### src/rtl/lockdet_pkg.sv
package lockdet_pkg;
  localparam int DEF_ERR_W   = 16;
  localparam int DEF_THRESH  = 4;
  localparam int DEF_ACQ_RUN = 16;
  localparam int DEF_REL_RUN = 4;

  typedef enum logic {ST_HUNT = 1'b0, ST_HELD = 1'b1} lock_st_e;
endpackage

### src/rtl/lockdet_range.sv
module lockdet_range #(
  parameter int W      = 16,
  parameter int THRESH = 4
) (
  input  logic         clk,
  input  logic         rst_n,
  input  logic [W-1:0] err,
  output logic         in_rng
);
  localparam logic [W-1:0] THR_V    = W'(THRESH);
  localparam logic [W-1:0] MOST_NEG = {1'b1, {(W-1){1'b0}}};

  logic [W-1:0] mag;

  // Unsigned negation yields the true magnitude even for the most negative value
  always_comb begin
    mag    = err[W-1] ? (~err + 1'b1) : err;
    in_rng = (mag < THR_V);
  end


  most_neg_bad_chk: assert property (@(posedge clk) disable iff (!rst_n)
    (err == MOST_NEG) |-> !in_rng);
endmodule

### src/rtl/lockdet_runctr.sv
module lockdet_runctr #(
  parameter int RUN = 16,
  localparam int CW = (RUN > 2) ? $clog2(RUN) : 1
) (
  input  logic          clk,
  input  logic          rst_n,
  input  logic          clr,
  input  logic          inc,
  output logic [CW-1:0] count,
  output logic          hit
);
  localparam logic [CW-1:0] LAST = CW'(RUN - 1);

  assign hit = inc && (count == LAST);

  always_ff @(posedge clk) begin
    if (!rst_n)   count <= '0;
    else if (clr) count <= '0;
    else if (inc) count <= count + 1'b1;
  end
endmodule

### src/rtl/lockdet_top.sv
module lockdet_top #(
  parameter int ERR_W   = lockdet_pkg::DEF_ERR_W,
  parameter int THRESH  = lockdet_pkg::DEF_THRESH,
  parameter int ACQ_RUN = lockdet_pkg::DEF_ACQ_RUN,
  parameter int REL_RUN = lockdet_pkg::DEF_REL_RUN
) (
  input  logic             clk,
  input  logic             rst_n,
  input  logic             err_valid,
  input  logic [ERR_W-1:0] err_sample,
  output logic             lock_o
);
  import lockdet_pkg::*;

  localparam int ACW = (ACQ_RUN > 2) ? $clog2(ACQ_RUN) : 1;
  localparam int RCW = (REL_RUN > 2) ? $clog2(REL_RUN) : 1;

  lock_st_e st;
  logic in_rng, held;
  logic acq_inc, acq_clr, acq_hit;
  logic rel_inc, rel_clr, rel_hit;
  logic [ACW-1:0] acq_cnt;
  logic [RCW-1:0] rel_cnt;

  assign held = (st == ST_HELD);

  lockdet_range #(.W(ERR_W), .THRESH(THRESH)) rng_i (
    .clk(clk), .rst_n(rst_n), .err(err_sample), .in_rng(in_rng)
  );

  // Each counter runs only in its own state; any state change clears both
  always_comb begin
    acq_inc = err_valid && !held && in_rng;
    rel_inc = err_valid &&  held && !in_rng;
    acq_clr = (err_valid && !held && !in_rng) || acq_hit || rel_hit;
    rel_clr = (err_valid &&  held &&  in_rng) || acq_hit || rel_hit;
  end

  lockdet_runctr #(.RUN(ACQ_RUN)) acq_i (
    .clk(clk), .rst_n(rst_n), .clr(acq_clr), .inc(acq_inc),
    .count(acq_cnt), .hit(acq_hit)
  );

  lockdet_runctr #(.RUN(REL_RUN)) rel_i (
    .clk(clk), .rst_n(rst_n), .clr(rel_clr), .inc(rel_inc),
    .count(rel_cnt), .hit(rel_hit)
  );

  always_ff @(posedge clk) begin
    if (!rst_n)       st <= ST_HUNT;
    else if (acq_hit) st <= ST_HELD;
    else if (rel_hit) st <= ST_HUNT;
  end

  assign lock_o = held;


  rise_on_good_chk: assert property (@(posedge clk) disable iff (!rst_n)
    $rose(lock_o) |-> $past(err_valid && in_rng));

  fall_on_bad_chk: assert property (@(posedge clk) disable iff (!rst_n)
    $fell(lock_o) |-> $past(err_valid && !in_rng));

  idle_stable_chk: assert property (@(posedge clk) disable iff (!rst_n)
    !err_valid |=> $stable(lock_o));

  acq_idle_when_held_chk: assert property (@(posedge clk) disable iff (!rst_n)
    lock_o |-> (acq_cnt == '0));

  rel_idle_when_hunt_chk: assert property (@(posedge clk) disable iff (!rst_n)
    !lock_o |-> (rel_cnt == '0));
endmodule

### config.mk
export PLATFORM = sky130hd
export DESIGN_NAME = lockdet_top
export DESIGN_NICKNAME = d
export VERILOG_FILES = /design/src/rtl/lockdet_pkg.sv /design/src/rtl/lockdet_range.sv /design/src/rtl/lockdet_runctr.sv /design/src/rtl/lockdet_top.sv
export SDC_FILE = /design/constraint.sdc
export NUM_CORES = 1
export LEC_CHECK = 0
export BUFFER_PORTS_ARGS = -buffer_cell sky130_fd_sc_hd__buf_4
export CAP_MARGIN = 40
export CORE_AREA = 2 2 41 43
export DETAILED_ROUTE_END_ITERATION = 16
export DIE_AREA = 0 0 43 45
export PLACE_DENSITY = 0.8
export SETUP_SLACK_MARGIN = 0.2
export SLEW_MARGIN = 25
export SYNTH_ARGS = -nofsm -noshare
export SYNTH_HDL_FRONTEND = slang
export SYNTH_SLANG_ARGS = --single-unit
### constraint.sdc
create_clock -name clk -period 2.1 [get_ports clk]
set_input_delay 0.105 -clock clk [delete_from_list [all_inputs] [get_ports clk]]
set_output_delay 0.105 -clock clk [all_outputs]
set_load 0.01 [all_outputs]
; Yosys cells after proc, flatten, opt, wreduce, memory -nomap -nowiden
; Cells that the tools add are included.
[word_totals]
reg_bits = 7
wordCells = 31
[op_classes]
add_sub_neg = 3
order_cmp = 1
eq_ne = 2
muxes = 3
bitwise_logic = 2
n_reduce_logical = 17
[ops]
columns = cell, count
row1 = "adder 16 x 1 -> 16 bit, second input constant", 1
row2 = "< comparator 16 x 3 -> 1 bit, second input constant", 1
row3 = 2-to-1 mux 16 bit, 1
row4 = NOT 16 bit, 1
row5 = logical AND 1 bit, 8
row6 = "adder 4 x 1 -> 4 bit, second input constant", 1
row7 = "== test 4 bit, second input constant", 1
row8 = logical OR 1 bit, 4
row9 = OR reduction 2 bit, 2
row10 = "adder 2 x 1 -> 2 bit, second input constant", 1
row11 = "== test 2 bit, second input constant", 1
row12 = logical NOT 1 bit, 2
row13 = 2-to-1 mux 1 bit, 2
row14 = nonzero test 2 bit, 1
row15 = NOT 1 bit, 1

; Depth between registers and ports, before layout
; Gate-level depths: netlist of the first run.
[depth]
depth_word = 9
depth_mapped = 6

; Modules after synthesis
; A second synthesis of the first run with hierarchy kept.
[hier_totals]
hier_cells = 82
hier_area_um2 = 668.1
[by_module_without_submodules]
columns = module, instances, cells_per_inst, area_per_inst_um2, seq_area_each_um2
row1 = lockdet_range, 1, 45, 302.8, 0.0
row2 = lockdet_runctr (acq_i), 1, 19, 196.4, 80.1
row3 = lockdet_runctr (rel_i), 1, 9, 92.6, 40.0
row4 = lockdet_top, 1, 9, 76.3, 20.0

; Worst setup path before layout of the first run
; OpenSTA, ideal clock, no wires.
[synth_path]
path_kind = input -> register
from = input port err_sample[6]
to = register acq_i.count[2]
arrival_ps = 1926
setup_slack_ps = 52
cell_stages = 6
cell_sequence = or4_4 > or2_1 > o41ai_2 > a2111o_2 > a41oi_4 > a221o_1
[synth_between]
elab_chain_cells = 9
word_cells_on_any_way = 13
cone_classes = add/sub: 1 / order compare: 1 / mux: 1 / bitwise: 1 / reduce/logical: 9
[synth_lines]
columns = element, line_no
row1 = start: declaration, lockdet_top.sv:10  ; input logic [ERR_W-1:0] err_sample,
row2 = NOT 16 bit, lockdet_range.sv:17  ; mag = err[W-1] ? (~err + 1'b1) : err;
row3 = adder 16 x 1 -> 16 bit, lockdet_range.sv:17
row4 = 2-to-1 mux 16 bit *, lockdet_range.sv:17
row5 = < comparator 16 x 3 -> 1 bit *, lockdet_range.sv:18  ; in_rng = (mag < THR_V);
row6 = logical NOT 1 bit / logical AND 1 bit (equally long branches), "lockdet_top.sv:34, lockdet_top.sv:35, lockdet_top.sv:33"
row7 = logical AND 1 bit (on tied branches), "lockdet_top.sv:35, lockdet_runctr.sv:14, lockdet_top.sv:34"
row8 = logical OR 1 bit / logical AND 1 bit (equally long branches), "lockdet_top.sv:35, lockdet_runctr.sv:14"
row9 = logical OR 1 bit, lockdet_top.sv:35  ; acq_clr = (err_valid && !held && !in_rng) || acq_hit || rel_hit;
row10 = OR reduction 2 bit (no source line), --
row11 = end signal: assignment, lockdet_runctr.sv:19  ; else if (inc) count <= count + 1'b1;
row12 = end: declaration, lockdet_runctr.sv:9  ; output logic [CW-1:0] count,
; Mark *: on every way between the ends. The rest lies on a longest branch, timed or not.
; A chain may end at the register's enable or synchronous reset.

; Final worst setup path of the first run
[layout_path]
from = input port err_sample[5]
to = register rel_i.count[1]
[layout_between]
elab_chain_cells = 9
word_cells_on_any_way = 13
cone_classes = add/sub: 1 / order compare: 1 / mux: 1 / bitwise: 1 / reduce/logical: 9
[layout_lines]
columns = element, line_no
row1 = NOT 16 bit, lockdet_range.sv:17
row2 = adder 16 x 1 -> 16 bit, lockdet_range.sv:17
row3 = 2-to-1 mux 16 bit *, lockdet_range.sv:17
row4 = < comparator 16 x 3 -> 1 bit *, lockdet_range.sv:18
row5 = logical AND 1 bit / logical NOT 1 bit (equally long branches), "lockdet_top.sv:33, lockdet_top.sv:34"
row6 = logical AND 1 bit (on tied branches), "lockdet_runctr.sv:14, lockdet_top.sv:34"
row7 = logical OR 1 bit / logical AND 1 bit (equally long branches), "lockdet_top.sv:36, lockdet_runctr.sv:14"
row8 = logical OR 1 bit, lockdet_top.sv:36  ; rel_clr = (err_valid && held && in_rng) || acq_hit || rel_hit;
row9 = OR reduction 2 bit (no source line), --
row10 = end signal: assignment, lockdet_runctr.sv:19
row11 = end: declaration, lockdet_runctr.sv:9
; Marks and branches as above.

==> results.sh, run 1 <==
export IMPL_final_util_pct=58.5
export IMPL_seq_area_frac_synth_pct=23.5
export IMPL_port_buffers=19
export IMPL_critPathSlowestCell="or4_4"
export IMPL_diodes=0
export IMPL_max_clock_freq_mhz=510
export IMPL_synthCells=68
export IMPL_drive_gt1_share_pct=46.7
export IMPL_htree_levels=1
export IMPL_avgSynthCellArea_sq_um=8.78
export IMPL_final_max_slew_violation_count=0
export IMPL_grt_ovfl_total=0
export IMPL_dpl_hpwl_um=1100
export IMPL_fin_worst_skew_ns=0.00569
export IMPL_yosysUniqueCellTypes=36
export IMPL_register_area_sq_um=140
export IMPL_wl_met1_um=690
export IMPL_clk_latency_ns=0.25
export IMPL_syn2layout_area_growth_pct=44.2
export IMPL_relSlewSlack_pct=69.4
export IMPL_clockBufferDepth=2
export IMPL_status="finished clean"
export IMPL_die_w_um=43
export IMPL_route_detailed_drc=0
export IMPL_clk_pin_slew_ns=0.06
export IMPL_netlist_top_cells_count="nand2_1, dfxtp_1, nand3_1"
export IMPL_fp_row_count=14
export IMPL_synth_top_area_share_pct=23.5
export IMPL_ys_ff_latch=7
export IMPL_period_share_pct=93.3
export IMPL_core_sq_mm=0.00147
export IMPL_avgRoutedWirePerCell_um=15.0
export IMPL_synth_nets=89
export IMPL_min_path_type="in2reg"
export IMPL_maxCapViolCount=0
export IMPL_hold_end="lock_o"
export IMPL_cpPeakStageDelay_ns=0.58
export IMPL_dieArea_sq_mm=0.00194
export IMPL_crit_path_start_kind="primary input"
export IMPL_crit_path_start="err_sample[5]"
export IMPL_synth_edf_count=0
export IMPL_yosysMostFrequentCell="nand2_1"
export IMPL_die_h_um=45
export IMPL_nets=114
export IMPL_p_leak_nw=0.317
export IMPL_viasPerCell=5.87
export IMPL_grt_pass1_vias=567
export IMPL_grt_max_degree=10
export IMPL_netlist_area_sq_um=597
export IMPL_initial_utilization_pct=40.6
export IMPL_antenna_found_initial=0
export IMPL_total_power_uw=333
export IMPL_endpoint_kind="register"
export IMPL_r2r_setup_slack_ns=0.45
export IMPL_ir_drop_mv=0.290
export IMPL_pwr_density_cell_mw_per_mm2=387
export IMPL_hold_viol=0
export IMPL_cts_buffers=3
export IMPL_crit_arrival_ns=2.14
export IMPL_drt_iter0_markers=5
export IMPL_fin_hold_ws_ns=0.104
export IMPL_timing_worst_slew_pin_value_ns=0.457
export IMPL_firstDrtPassIters=3
export IMPL_yosys_top_cells_area="dfxtp_1, nand3_1, nand2_1"
export IMPL_rr_endpoint="acq_i.count[2]"
export IMPL_multi_input_comb_area_sq_um=505
export IMPL_min_from="rst_n"
export IMPL_ant_nets=0
export IMPL_min_period_ns=1.96
export IMPL_wl_met2_um=861
export IMPL_cp_required_ns=2.29
export IMPL_cts_tree="built"
export IMPL_place_gp_congestion=0.836
export IMPL_fillCellCount=152
export IMPL_path_max_fanout=8
export IMPL_clkSinkCount=7
export IMPL_wirelength_um=1620
export IMPL_wl_met3_um=56
export IMPL_path_cells="buf_6 > or4_4 > a2111oi_4 > a211oi_2 > a2111o_2 > mux2_4 > o22ai_2"
export IMPL_grt_total_usage_pct=17.8
export IMPL_design_portCount=20
export IMPL_cts_root_buf="clkbuf_4"
export IMPL_ff2ff_path_depth=5
export IMPL_reg2reg_from="acq_i.count[0]"
export IMPL_grt_pass1_wl_um=2540
export IMPL_num_vias=634
export IMPL_dr_max_layer_used="met4"
export IMPL_synthFlopType="dfxtp_1"
export IMPL_yosys_warnings=0
export IMPL_critPathKind="in2reg"
export IMPL_yosys_area_top_type="dfxtp_1"
export IMPL_rsz0062_at_grt="yes"
export IMPL_setup_viol=0
export IMPL_async_flop_share_pct=0
export IMPL_holdPathStages=2
## flip-flops by register name, indices dropped and copies added (netlist names)
signal	cells
acq_i.count	4
lock_o	1
rel_i.count	2
## worst max-delay path: cells and delay by family
family          cells  cell delay, ns
mux                 1            0.35
compound gates      4            1.02
buf+inv             1            0.09
simple gates        1            0.58
## worst max path at each step
stage | depth (start not counted) | end
floorplan | 6 | rel_i.count[1]
global placement | 7 | rel_i.count[1]
detailed placement | 7 | rel_i.count[1]
CTS | 7 | acq_i.count[2]
global route | 7 | rel_i.count[1]
finish | 7 | rel_i.count[1]
## what timing repair did
| action | in CTS | in global routing |
|---|---|---|
| pin swaps | 0 | 4 |
| endpoints found under the hold margin | 0 | 0 |
| hold buffers | 0 | 0 |
| setup buffers | 0 | 1 |
| endpoints found under the setup margin | 5 | 7 |
| gates resized for setup | 9 | 5 |
## final cells by class
cell class	count	share of cell area [%]
clock buffers	4	3.05
multi-input cells	60	58.7
flip-flops and latches	7	16.3
well taps	16	2.33
inverters	1	0.436
repair buffers	20	19.2
## cell usage in the layout (no fill, tap or decap), types with 2 or more instances in the layout
cell,netlist,layout
nand2_1,8,8
or4_4,2,2
or3_1,2,2
ha_1,2,2
or2_2,2,2
nor2_1,2,2
o21ai_1,0,2
buf_6,0,4
mux2_4,1,2
buf_4,0,16
dfxtp_1,7,7
nand3_1,7,7
clkbuf_4,0,3
nand4_1,2,2
o22ai_2,2,2
o21ai_0,5,3
## stage by stage
stage	setup TNS, ns	setup WS [ns]	area (sq um)	std cells
finish	0	0.141	861	108
global placement	-0.192	-0.0607	759	103
detailed placement	-0.705	-0.144	759	103
CTS	0	0.164	840	107
floorplan	0	0.116	597	68
global route	0	0.0791	861	108
## kinds of logic (layout without fill, tap and decap cells)
kind of cell | count (synthesis) | count (layout) | synth area share (%)
buf+inv | 1 | 25 | 0.628
flops | 7 | 7 | 23.5
fa+ha+maj | 2 | 2 | 4.19
mux | 2 | 2 | 4.40
simple gates | 35 | 35 | 33.3
compound gates | 21 | 21 | 34.0
## metal layers
| layer | up-vias | track usage (%) |
|---|---|---|
| met1 | 295 | 20.9 |
| met3 | 2 | 2.40 |
| met2 | 10 | 30.9 |
| met5 | - | 0 |
| li1 | 327 | - |
| met4 | 0 | 10.9 |
## where the power goes
group	internal, mW	switching (mW)	leakage (nW)
Combinational	0.0407	0.0362	0.245
Sequential	0.133	0.00000183	0.0563
Clock	0.0726	0.0510	0.0150
(Power assumes the default switching activity.)
==> run 2, diff against run 1 <==
--- a/config.mk
+++ b/config.mk
@@ -11,7 +11,7 @@
 export DETAILED_ROUTE_END_ITERATION = 16
 export DIE_AREA = 0 0 43 45
 export PLACE_DENSITY = 0.8
-export SETUP_SLACK_MARGIN = 0.2
+export SETUP_SLACK_MARGIN = 0.4
 export SLEW_MARGIN = 25
 export SYNTH_ARGS = -nofsm -noshare
 export SYNTH_HDL_FRONTEND = slang
==> run 2 against run 1 <==
  * Die area did not move
  * Non-clock buffer count shrank 1
  * Cell count shrank 0.93%
  * Critical path type unchanged
  * Critical endpoint is now rel_i.count[0]
  * Largest power group unchanged
  * Highest routed layer unchanged
==> results.sh, run 2 (synthesized netlist as in run 1, its figures left out) <==
export IMPL_status="finished clean"
export IMPL_dieArea_sq_mm=0.00194
export IMPL_cp_required_ns=2.29
export IMPL_period_share_pct=92.1
export IMPL_cts_root_buf="clkbuf_4"
export IMPL_avgRoutedWirePerCell_um=13.0
export IMPL_grt_pass1_vias=614
export IMPL_ant_nets=0
export IMPL_syn2layout_area_growth_pct=41.3
export IMPL_min_period_ns=1.93
export IMPL_clkPwrFrac_pct=38.8
export IMPL_dpl_hpwl_um=1060
export IMPL_firstDrtPassIters=4
export IMPL_swShare_pct=26.9
export IMPL_antenna_found_initial=0
export IMPL_grt_pass1_wl_um=2420
export IMPL_fin_worst_skew_ns=0.00371
export IMPL_rsz0062_at_grt="yes"
export IMPL_place_gp_congestion=0.808
export IMPL_ir_drop_mv=0.238
export IMPL_min_path_type="in2reg"
export IMPL_die_w_um=43
export IMPL_setup_slack_ns=0.165
export IMPL_power_switching_uw=89.9
export IMPL_viasPerCell=5.86
export IMPL_timing_worst_slew_pin_value_ns=0.635
export IMPL_critPathKind="in2reg"
export IMPL_port_buffers=19
export IMPL_path_cells="buf_6 > or4_4 > nor4_4 > o21ai_1 > a2111o_2 > mux2_4 > o22ai_2"
export IMPL_combPwrFrac_pct=21.4
export IMPL_final_max_slew_violation_count=0
export IMPL_pwr_density_cell_mw_per_mm2=396
export IMPL_multi_input_comb_area_sq_um=499
export IMPL_die_h_um=45
export IMPL_crit_family="simple AND/OR/NAND/NOR gates"
export IMPL_cts_setup_buffers=0
export IMPL_clockBufferDepth=2
export IMPL_p_int_uw=244
export IMPL_crit_arrival_ns=2.13
export IMPL_p_seq_share_pct=39.8
export IMPL_preCtsSetupSlack_ns=-0.132
export IMPL_diodes=0
export IMPL_largest_reg_flops=4
export IMPL_total_power_uw=334
export IMPL_cts_tree="built"
export IMPL_p_leak_nw=0.308
export IMPL_cp_num_buf_inv=1
export IMPL_relSlewSlack_pct=57.2
export IMPL_final_common_cell="buf_4"
export IMPL_wirelength_um=1390
export IMPL_clkSinkCount=7
export IMPL_clk_latency_ns=0.26
export IMPL_path_max_fanout=8
export IMPL_clk_pin_slew_ns=0.05
export IMPL_fp_row_count=14
export IMPL_drt_iter0_markers=16
export IMPL_largest_register="acq_i.count"
export IMPL_grt_ovfl_total=0
export IMPL_cpPeakStageDelay_ns=0.58
export IMPL_critPathSlowestCell="or4_4"
export IMPL_route_detailed_drc=0
export IMPL_design_portCount=20
export IMPL_endpoint_kind="register"
export IMPL_register_area_sq_um=140
export IMPL_hold_buffers=0
export IMPL_grt_max_degree=10
export IMPL_hold_viol=0
export IMPL_num_vias=627
export IMPL_initial_utilization_pct=40.6
export IMPL_max_clock_freq_mhz=517
export IMPL_maxCapViolCount=0
export IMPL_grt_total_usage_pct=16.8
export IMPL_stdcell_area_sq_um=843
export IMPL_drive_gt1_share_pct=46.2
export IMPL_setup_viol=0
export IMPL_final_cell_mix="buf_4, nand2_1, nand3_1, dfxtp_1, o21ai_0"
export IMPL_htree_levels=1
export IMPL_cts_buffers=3
export IMPL_fillCellCount=125
export IMPL_fin_tns_setup_ns=0
export IMPL_nets=113
export IMPL_place_area_sq_um=759
export IMPL_core_sq_mm=0.00147
export IMPL_crit_path_start_kind="primary input"
-- run 2: power groups by stage --
stage | Clock (mW) | Sequential (mW) | Combinational, mW
floorplan | 0 | 0.136 | 0.0248
global placement | 0 | 0.136 | 0.0629
detailed placement | 0 | 0.136 | 0.0642
CTS | 0.135 | 0.133 | 0.0678
global route | 0.139 | 0.133 | 0.0783
finish | 0.129 | 0.133 | 0.0713
-- run 2: path summary, 6_finish.rpt --
kind | from | end | slack, ns | cells after the start
max | err_sample[2] | rel_i.count[0] | 0.17 | 7
min | rst_n | lock_o | 0.09 | 2
max reg2reg | acq_i.count[0] | acq_i.count[2] | 0.33 | 5
min reg2reg | rel_i.count[1] | rel_i.count[1] | 0.49 | 2
-- run 2: timing repair --
action / CTS / global route
pin swaps: 2 / 6
setup endpoints to repair: 7 / 7
resized for setup: 6 / 5
endpoints found under the hold margin: 0 / 0
-- run 2: per-stage QoR --
stage,hold slack (ns),std cells,utilization [%]
detailed placement,0.358,103,51.6
CTS,0.0916,107,55.6
global placement,0.352,103,51.6
global route,0.107,107,57.3
finish,0.0918,107,57.3
floorplan,0.227,68,-
-- run 2: routing by layer --
| layer | share of wire [%] | GRT usage [%] |
|---|---|---|
| met5 | 0 | 0 |
| met3 | 6.1 | 4.00 |
| met4 | 2.6 | 9.09 |
| met2 | 48 | 29.7 |
| met1 | 43 | 18.9 |
-- run 2: layout make-up --
type / instances / area share [%]
inverters: 1 / 0.445
clock buffers: 4 / 3.12
repair buffers: 19 / 18.2
multi-input cells: 60 / 59.2
flip-flops and latches: 7 / 16.6
well taps: 16 / 2.37
-- run 2: worst register-to-register path, delay by kind of cell (launching register included) --
kind | cells | cell delay, ns
compound gates | 2 | 0.88
flops | 1 | 0.36
fa+ha+maj | 1 | 0.24
simple gates | 2 | 0.19
